[src/rtl/stx_pkg.sv]
package stx_pkg;

    localparam int TICKS_PER_BIT = 16;
    localparam int MAX_DATA      = 8;
    localparam int CODE_W        = 4;
    localparam int CNT_W         = $clog2(2 * TICKS_PER_BIT + 1);
    localparam int IDX_W         = $clog2(MAX_DATA);

    typedef enum logic [1:0] {
        PAR_CALC  = 2'b00,
        PAR_FORCE = 2'b01,
        PAR_NONE  = 2'b10,
        PAR_MDROP = 2'b11
    } par_mode_e;

    typedef enum logic [2:0] {
        PH_IDLE,
        PH_START,
        PH_DATA,
        PH_PARITY,
        PH_STOP
    } phase_e;

    typedef struct packed {
        logic [1:0]        len_code;
        par_mode_e         pmode;
        logic              ptype;
        logic [CODE_W-1:0] stop_code;
    } frame_cfg_t;

    // Stop period in ticks: short range, long range, and the 5-bit extension.
    function automatic logic [CNT_W-1:0] stop_ticks(input logic [CODE_W-1:0] code,
                                                    input logic [1:0] len_code);
        logic [CNT_W-1:0] n;
        n = CNT_W'(TICKS_PER_BIT / 2 + 1) + CNT_W'(code);
        if (code[CODE_W-1])
            n = n + CNT_W'(TICKS_PER_BIT / 2);
        else if (len_code == 2'b00)
            n = n + CNT_W'(TICKS_PER_BIT / 2);
        return n;
    endfunction

    // Index of the last data bit: 4 + len_code.
    function automatic logic [IDX_W-1:0] last_idx(input logic [1:0] len_code);
        return IDX_W'(4) + IDX_W'(len_code);
    endfunction

    function automatic logic extra_bit(input logic [MAX_DATA-1:0] data,
                                       input frame_cfg_t cfg);
        logic p;
        p = 1'b0;
        for (int i = 0; i < MAX_DATA; i++) begin
            if (IDX_W'(i) <= last_idx(cfg.len_code))
                p = p ^ data[i];
        end
        case (cfg.pmode)
            PAR_CALC: return cfg.ptype ? ~p : p;
            default:  return cfg.ptype;
        endcase
    endfunction

endpackage

[src/rtl/stx_hold.sv]
module stx_hold
    import stx_pkg::*;
#(
    parameter int DW = MAX_DATA
) (
    input  logic          clk,
    input  logic          rst,
    input  logic          wr,
    input  logic [DW-1:0] wdata,
    input  logic          enabled,
    input  logic          take,
    output logic          full,
    output logic [DW-1:0] data
);

    always_ff @(posedge clk) begin
        if (rst) begin
            full <= 1'b0;
            data <= '0;
        end else if (take) begin
            full <= 1'b0;
        end else if (wr && enabled && !full) begin
            full <= 1'b1;
            data <= wdata;
        end
    end

    AST_WR_IGNORED_DISABLED: assert property (@(posedge clk) disable iff (rst)
        (wr && !enabled && !take) |=> (full == $past(full)));

    AST_TAKE_FROM_FULL: assert property (@(posedge clk) disable iff (rst)
        take |-> full);

endmodule

[src/rtl/stx_shifter.sv]
module stx_shifter
    import stx_pkg::*;
#(
    parameter int DW = MAX_DATA
) (
    input  logic          clk,
    input  logic          rst,
    input  logic          tick,
    input  logic          start_ok,
    input  logic          cts_gate,
    input  logic          cts_in,
    input  logic [DW-1:0] hold_data,
    input  frame_cfg_t    cfg,
    output logic          take,
    output logic          busy,
    output logic          txd
);

    phase_e            phase;
    logic [CNT_W-1:0]  tcnt;
    logic [IDX_W-1:0]  bidx;
    logic [DW-1:0]     sreg;
    logic              pbit;
    logic              par_en;
    logic [1:0]        len_q;
    logic [CNT_W-1:0]  stop_len;
    logic              at_bit_end;
    logic              at_stop_end;
    logic [IDX_W-1:0]  bidx_n;

    always_comb begin
        at_bit_end  = (tcnt == CNT_W'(TICKS_PER_BIT - 1));
        at_stop_end = (tcnt == stop_len - CNT_W'(1));
        bidx_n      = bidx + IDX_W'(1);
        take        = tick && start_ok &&
                      ((phase == PH_IDLE) || (phase == PH_STOP && at_stop_end));
        busy        = (phase != PH_IDLE);
    end

    always_ff @(posedge clk) begin
        if (rst) begin
            phase    <= PH_IDLE;
            tcnt     <= '0;
            bidx     <= '0;
            sreg     <= '0;
            pbit     <= 1'b0;
            par_en   <= 1'b0;
            len_q    <= 2'b11;
            stop_len <= CNT_W'(TICKS_PER_BIT);
            txd      <= 1'b1;
        end else if (take) begin
            sreg     <= hold_data;
            pbit     <= extra_bit(hold_data, cfg);
            par_en   <= (cfg.pmode != PAR_NONE);
            len_q    <= cfg.len_code;
            stop_len <= stop_ticks(cfg.stop_code, cfg.len_code);
            phase    <= PH_START;
            tcnt     <= '0;
            bidx     <= '0;
            txd      <= 1'b0;
        end else if (tick) begin
            tcnt <= tcnt + CNT_W'(1);
            case (phase)
                PH_START: begin
                    if (at_bit_end) begin
                        phase <= PH_DATA;
                        tcnt  <= '0;
                        bidx  <= '0;
                        txd   <= sreg[0];
                    end
                end
                PH_DATA: begin
                    if (at_bit_end) begin
                        tcnt <= '0;
                        if (bidx == last_idx(len_q)) begin
                            if (par_en) begin
                                phase <= PH_PARITY;
                                txd   <= pbit;
                            end else begin
                                phase <= PH_STOP;
                                txd   <= 1'b1;
                            end
                        end else begin
                            bidx <= bidx_n;
                            txd  <= sreg[bidx_n];
                        end
                    end
                end
                PH_PARITY: begin
                    if (at_bit_end) begin
                        phase <= PH_STOP;
                        tcnt  <= '0;
                        txd   <= 1'b1;
                    end
                end
                PH_STOP: begin
                    if (at_stop_end) begin
                        phase <= PH_IDLE;
                        tcnt  <= '0;
                        txd   <= 1'b1;
                    end
                end
                default: begin
                    tcnt <= '0;
                    txd  <= 1'b1;
                end
            endcase
        end
    end

    AST_IDLE_MARK: assert property (@(posedge clk) disable iff (rst)
        (phase == PH_IDLE) |-> txd);

    AST_STOP_MARK: assert property (@(posedge clk) disable iff (rst)
        (phase == PH_STOP) |-> txd);

    AST_START_NEEDS_CTS: assert property (@(posedge clk) disable iff (rst)
        $rose(busy) |-> $past(!cts_gate || cts_in));

    AST_START_ON_TICK: assert property (@(posedge clk) disable iff (rst)
        $rose(busy) |-> $past(tick));

    AST_HOLD_WITHOUT_TICK: assert property (@(posedge clk) disable iff (rst)
        !tick |=> $stable(txd));

endmodule

[src/rtl/stx_rts.sv]
module stx_rts (
    input  logic clk,
    input  logic rst,
    input  logic rts_set,
    input  logic rts_clr,
    input  logic rts_auto,
    input  logic emt,
    output logic rts_out
);

    logic emt_q;
    logic emt_rise;

    always_comb emt_rise = emt && !emt_q;

    always_ff @(posedge clk) begin
        if (rst) begin
            emt_q   <= 1'b1;
            rts_out <= 1'b0;
        end else begin
            emt_q <= emt;
            if (rts_set)
                rts_out <= 1'b1;
            else if (rts_clr || (rts_auto && emt_rise))
                rts_out <= 1'b0;
        end
    end

    AST_RTS_AUTO_DROP: assert property (@(posedge clk) disable iff (rst)
        (rts_auto && emt && !emt_q && !rts_set) |=> !rts_out);

    AST_RTS_KEEP: assert property (@(posedge clk) disable iff (rst)
        (!rts_auto && !rts_clr && !rts_set) |=> $stable(rts_out));

endmodule

[src/rtl/serial_tx_chan.sv]
module serial_tx_chan
    import stx_pkg::*;
(
    input  logic       clk,
    input  logic       rst,
    input  logic       tick16,
    input  logic       cmd_tx_en,
    input  logic       cmd_tx_dis,
    input  logic       wr_en,
    input  logic [7:0] wr_data,
    input  logic [1:0] len_code,
    input  logic [1:0] par_mode,
    input  logic       par_type,
    input  logic [3:0] stop_code,
    input  logic       cts_gate,
    input  logic       cts_in,
    input  logic       rts_auto,
    input  logic       rts_set,
    input  logic       rts_clr,
    output logic       txd,
    output logic       tx_rdy,
    output logic       tx_emt,
    output logic       rts_out
);

    logic          enabled;
    logic          hold_full;
    logic [7:0]    hold_data;
    logic          take;
    logic          busy;
    logic          start_ok;
    frame_cfg_t    cfg;

    always_ff @(posedge clk) begin
        if (rst)
            enabled <= 1'b0;
        else if (cmd_tx_dis)
            enabled <= 1'b0;
        else if (cmd_tx_en)
            enabled <= 1'b1;
    end

    always_comb begin
        cfg.len_code  = len_code;
        cfg.pmode     = par_mode_e'(par_mode);
        cfg.ptype     = par_type;
        cfg.stop_code = stop_code;
        start_ok      = hold_full && enabled && (!cts_gate || cts_in);
        tx_rdy        = enabled && !hold_full;
        tx_emt        = !hold_full && !busy;
    end

    stx_hold #(.DW(8)) u_hold (
        .clk     (clk),
        .rst     (rst),
        .wr      (wr_en),
        .wdata   (wr_data),
        .enabled (enabled),
        .take    (take),
        .full    (hold_full),
        .data    (hold_data)
    );

    stx_shifter #(.DW(8)) u_shift (
        .clk       (clk),
        .rst       (rst),
        .tick      (tick16),
        .start_ok  (start_ok),
        .cts_gate  (cts_gate),
        .cts_in    (cts_in),
        .hold_data (hold_data),
        .cfg       (cfg),
        .take      (take),
        .busy      (busy),
        .txd       (txd)
    );

    stx_rts u_rts (
        .clk      (clk),
        .rst      (rst),
        .rts_set  (rts_set),
        .rts_clr  (rts_clr),
        .rts_auto (rts_auto),
        .emt      (tx_emt),
        .rts_out  (rts_out)
    );

    AST_EMT_MARK: assert property (@(posedge clk) disable iff (rst)
        tx_emt |-> txd);

    AST_DISABLED_NOT_READY: assert property (@(posedge clk) disable iff (rst)
        cmd_tx_dis |=> !tx_rdy);

endmodule

[config.mk]
export PLATFORM = sky130hd
export DESIGN_NAME = serial_tx_chan
export DESIGN_NICKNAME = d
export VERILOG_FILES = /design/src/rtl/stx_pkg.sv /design/src/rtl/stx_hold.sv /design/src/rtl/stx_shifter.sv /design/src/rtl/stx_rts.sv /design/src/rtl/serial_tx_chan.sv
export SDC_FILE = /design/constraint.sdc
export NUM_CORES = 1
export LEC_CHECK = 0
export CORE_ASPECT_RATIO = 0.5
export CORE_MARGIN = 2
export CORE_UTILIZATION = 59
export CTS_CLUSTER_DIAMETER = 40
export CTS_CLUSTER_SIZE = 24
export DETAILED_ROUTE_END_ITERATION = 12
export GPL_TIMING_DRIVEN = 1
export PLACE_DENSITY = 0.95
export SYNTH_ARGS = -nofsm -noshare
export SYNTH_HDL_FRONTEND = slang
export SYNTH_SLANG_ARGS = --single-unit
[constraint.sdc]
create_clock -name clk -period 3.63 [get_ports clk]
set_input_delay 0.5445 -clock clk [delete_from_list [all_inputs] [get_ports clk]]
set_output_delay 0.5445 -clock clk [all_outputs]
set_load 0.05 [all_outputs]
Word level (Yosys, flattened, before mapping)
Index checks and enable logic that the tools add are counted.

word-level totals
  output and inout port bits = 4
  bits in registers = 43

operators by class
  mux-type cells = 57
  add/sub/neg operators = 7
  $lt $le $gt $ge = 9
  reductions and logical operators = 35
  bitwise logic cells = 9
  equal/unequal tests = 19

operator list
  operator             number
  $mux 1               39
  $mux 3               9
  $mux 6               4
  $ne 3x2->1 const B   5
  $reduce_and 7->1     2
  $le 3x3->1 const A   4
  $pmux 3 s4           1
  $pmux 6 s2           1
  $logic_and 1x1->1    11
  $ne 2x1->1 const B   5
  $reduce_and 5->1     2
  $xor 1x1->1          7
  $add 3x2->3 const A  2
  $add 6x1->6 const B  1
  $add 6x4->6 const B  1
  $eq 3x2->1 const B   2
  $eq 6x4->1 const B   1
  $eq 6x6->1           1
  $le 1x3->1 const A   2
  $le 2x3->1 const A   2
  $pmux 3 s2           1
  $reduce_bool 2->1    3
  $sub 6x1->6 const B  1
  $add 4x4->5 const A  1
  other kinds (19)     28

Logic depth before layout (Yosys ltp)
  word-level depth = 38
  depth in mapped cells = 10
  gate-level depth less buffers = 8

By module
Synthesis repeated with hierarchy kept, for this count alone.

unflattened totals
  cell total of the unflattened synthesis = 278
  area total of the unflattened synthesis = 2433.6 sq um

by module, submodules not included
  module          area an instance (sq um)  cells an instance  instances  seq. area each (sq um)
  stx_shifter     1895.6                    225                1          620.6
  stx_hold        397.9                     38                 1          180.2
  stx_rts         80.1                      7                  1          40.0
  serial_tx_chan  60.1                      8                  1          20.0

Least setup slack after synthesis
Ideal clock, no wire load.

  kind = flip-flop to output port
  start = reg u_shift.phase[1]
  end = out tx_emt
  setup slack = 935 ps
  buffers on the path = 1
  stages on the path, launching flop included = 3
  arrival = 2150 ps
  path through = dfxtp_1 -> clkbuf_1 -> nor4_1

on the way
  word-level cells in the longest chain between the ends = 3

RTL lines
  what                      RTL line              text
  start: declaration        stx_shifter.sv:19     phase_e phase;
  start signal: assignment  stx_shifter.sv:42     phase <= PH_IDLE;
  start signal: assignment  stx_shifter.sv:57     phase <= PH_START;
  start signal: assignment  stx_shifter.sv:66     phase <= PH_DATA;
  $reduce_bool 3->1         stx_shifter.sv:37     busy = (phase != PH_IDLE);
  $logic_not 1->1           serial_tx_chan.sv:50  tx_emt = !hold_full && !busy;
  $logic_and 1x1->1         serial_tx_chan.sv:50
  end: declaration          serial_tx_chan.sv:22  output logic tx_emt,

No other way between the ends.

Worst setup path in the final report
  start = reg u_shift.stop_len[0]
  end = reg u_shift.phase[1]

on the way
  word-level cells in the longest chain between the ends = 6
  elaborated cells between the ends (all ways) = 8
  those cells by class = 1 x add/sub; 2 x eq/ne; 5 x reduce/logical

RTL lines
  what                                                                      RTL line           text
  start: declaration                                                        stx_shifter.sv:26  logic [CNT_W-1:0] stop_len;
  start signal: assignment                                                  stx_shifter.sv:49  stop_len <= CNT_W'(TICKS_PER_BIT);
  start signal: assignment                                                  stx_shifter.sv:56  stop_len <= stop_ticks(cfg.stop_code, cfg.len_code);
  $sub 6x1->6 (*)                                                           stx_shifter.sv:33  at_stop_end = (tcnt == stop_len - CNT_W'(1));
  $eq 6x6->1 (*)                                                            stx_shifter.sv:33
  parallel branches: the longest is 4 deep, another holds $reduce_and 7->1  n/a

Every way passes the cells marked *.
A chain may end at the register's enable or synchronous reset.

==> impl_metrics.env <==
export IMPL_top_level_ports=32
export IMPL_ctsResizeCount=0
export IMPL_average_cell_area_after_synthesis_um2=8.55
export IMPL_cts_buffers_inserted=5
export IMPL_part_of_the_yosys_area_used_for_sequential_elements_pct=36.3
export IMPL_clk_buf_depth=2
export IMPL_synth_top_area_cell="sky130_fd_sc_hd__dfxtp_1"
export IMPL_synth_most_common_cell="sky130_fd_sc_hd__dfxtp_1"
export IMPL_cts_htree_levels=2
export IMPL_antennaDiodeCount=0
export IMPL_crit_chain="or4_4, nor3_1, and4bb_4, o21ai_2, nand2b_1, nor3b_1"
export IMPL_drc_violations_left=0
export IMPL_crit_family="simple AND/OR/NAND/NOR gates"
export IMPL_synth_area_mux_share_pct=7.82
export IMPL_die_width_um=93.6
export IMPL_critPathSlowestCell="sky130_fd_sc_hd__o21ai_2"
export IMPL_grt_pass1_vias=2075
export IMPL_final_core_utilization_pct=71.5
export IMPL_insertion_delay_ns=0.31
export IMPL_grt_first_pass_wirelength_um=9200
export IMPL_layout_min_cycle_time_ns=2.99
export IMPL_p_leak_nw=1.07
export IMPL_setup_total_negative_slack_ns=0
export IMPL_yosys_area_share_xor_xnor_pct=8.14
export IMPL_area_growth_pct=17.2
export IMPL_grt_start_max_net_pins=22
export IMPL_cp_slowest_stage_delay_ns=0.83
export IMPL_max_cap_violations=0
export IMPL_io_buffers=31
export IMPL_row_count=16
export IMPL_final_period_utilization_pct=82.3
export IMPL_largest_cells_by_area_after_synthesis="sky130_fd_sc_hd__dfxtp_1 36%, sky130_fd_sc_hd__mux2i_1 5.9%, sky130_fd_sc_hd__a21oi_1 5.5%"
export IMPL_ys_dominant_reg_cell="sky130_fd_sc_hd__dfxtp_1"
export IMPL_cts_tree="done"
export IMPL_ys_types=48
export IMPL_final_antenna_net_count=0
export IMPL_powerDensity_nw_per_um2=329
export IMPL_slew_headroom_pct=28.0
export IMPL_dr_pass1_iters=4
export IMPL_run_status="finished clean"
export IMPL_cts_root_buf="sky130_fd_sc_hd__clkbuf_8"
export IMPL_synth_top_cell_area_share_pct=36.3
export IMPL_number_of_antenna_violations_at_the_first_check_in_global_routing=0
export IMPL_synth_top_family_by_area="simple AND/OR/NAND/NOR gates"
export IMPL_number_of_clock_sinks=43
export IMPL_vias_per_cell=5.94
export IMPL_max_freq_mhz=335
export IMPL_max_slew_worst_pin_slew_ns=1.08
export IMPL_yosys_register_bits=43
export IMPL_gp_routability_congestion=0.902
export IMPL_count_of_final_max_slew_check_failures=0
export IMPL_timing_clock_skew_ns=0.00559
export IMPL_core_um2=3880
export IMPL_worst_setup_path_end_kind="register"
export IMPL_share_of_final_layout_standard_cells_stronger_than_drive_strength_1_pct=7.19
export IMPL_crit_path_max_fanout=21
export IMPL_drtIter0Drc=103
export IMPL_grt_setup_unrepaired="no"
export IMPL_die_area_um2=4570
export IMPL_initial_core_utilization_pct=61.0
export IMPL_grt_overflow_total=0
export IMPL_worst_setup_hold_path_clk_slew_ns=0.08
export IMPL_compound_cell_area_share_of_the_yosys_netlist_pct=15.5
export IMPL_yosys_top_cells_count="43 x sky130_fd_sc_hd__dfxtp_1, 27 x sky130_fd_sc_hd__nor2_1, 26 x sky130_fd_sc_hd__a21oi_1"
export IMPL_async_flop_share_pct=0
export IMPL_edff_count_synth=0
export IMPL_report_power_total_mw=0.912
export IMPL_cts_hold_repair_buffers=0
export IMPL_setup_worst_path_class="register to register"
export IMPL_route_detailed_wl_per_inst_um=15.7
export IMPL_yosys_warnings=0
export IMPL_ir_worst_vdd_uv=259
export IMPL_post_synth_inst_count=277
export IMPL_fillers=302
export IMPL_hold_viol=0
export IMPL_finalNetCount=338
export IMPL_netlist_area_um2=2370
export IMPL_synth_nets=310
export IMPL_post_detailed_placement_half_perimeter_wirelength_um=3950
export IMPL_timing_critical_path_buf_inv=0
export IMPL_worst_ep_arrival_ns=3.21
export IMPL_critical_path_required_ns=3.85
export IMPL_hp_class="register to register"
export IMPL_setup_worst_path_start_class="register"
export IMPL_finalSetupViolations=0
export IMPL_detailroute_via_count=2140
export IMPL_post_cts_buffers=0
export IMPL_routed_wl_um=5650
export IMPL_post_synth_and_or_nand_nor_area_fraction_pct=23.5
export IMPL_fp_dieH_um=48.8
export IMPL_synthAdderAreaFrac_pct=2.64
export IMPL_track_usage_pct=26.1
==> where the power goes <==
group,total [mW],internal (mW),switching [mW]
registers,0.481,0.476,0.00456
logic,0.0938,0.0476,0.0462
clock network,0.337,0.155,0.182
==> registers in the layout (all words and copies together) (netlist names), 2 cells and up <==
signal            cells
u_shift.sreg          8
u_shift.len_q         2
u_shift.stop_len      6
u_shift.phase         3
u_shift.bidx          3
u_shift.tcnt          6
u_hold.data           8
==> worst paths after layout <==
kind                       startpoint                   to  slack [ns]  depth (start not counted)
setup / recovery  u_shift.stop_len[0]     u_shift.phase[1]        0.64                          6
hold / removal    u_shift.stop_len[5]  u_shift.stop_len[5]        0.49                          2
setup reg to reg  u_shift.stop_len[0]     u_shift.phase[1]        0.64                          6
hold reg to reg   u_shift.stop_len[5]  u_shift.stop_len[5]        0.49                          2
==> per-stage QoR <==
stage	hold slack, ns	cell area [um2]	setup slack, ns	std cells
6_report	0.492	2780	0.642	360
3_3_place_gp	0.452	2680	0.850	352
4_1_cts	0.492	2780	0.668	360
3_5_place_dp	0.476	2680	0.712	352
5_1_grt	0.504	2780	0.527	360
2_1_floorplan	0.444	2370	0.935	277
==> tightest hold or removal path: cells and delay by family, from the launching register on <==
kind            cells  cell delay, ns
simple gates        1            0.06
compound gates      1            0.05
flops               1            0.33
==> cells by family (layout without fill, tap and decap cells) <==
kind of cell,count (synthesis),count (layout)
xor+xnor,22,22
buf+inv,26,55
flops,43,43
compound gates,54,54
simple gates,111,111
mux,16,16
fa+ha+maj,5,5
==> metal layers <==
metal | vias to the layer above | global-route usage, % | wire (um)
met2 | 72 | 44.2 | 2730
met1 | 1016 | 31.3 | 2430
met4 | 0 | 10.1 | 144
li1 | 1036 | - | -
met5 | - | 0 | 0
met3 | 16 | 7.88 | 346
==> final cells by class <==
type | instances | area [um2] | share of cell area [%]
flip-flops and latches | 43 | 861 | 31.0
well taps | 54 | 67.6 | 2.43
inverters | 12 | 45.0 | 1.62
repair buffers | 35 | 340 | 12.3
clock inverters | 2 | 16.3 | 0.586
clock buffers | 6 | 82.6 | 2.98
multi-input cells | 208 | 1360 | 49.1
==> placed cells by master (no fill, tap or decap), drive strengths merged, types with 3 or more instances in the layout <==
cell,instances
nand2b,3
and3,3
inv,12
nor3,11
clkbuf,6
or2,4
nand3,19
nor4,3
xor2,11
nand3b,5
buf,4
mux2i,14
nand4,3
a21oi,26
nor2,27
clkdlybuf4s50,31
o21ai,7
a31oi,5
nand2,25
dfxtp,43
ha,5
xnor2,11
a211o,3
Power figures use the tool's default switching activity.
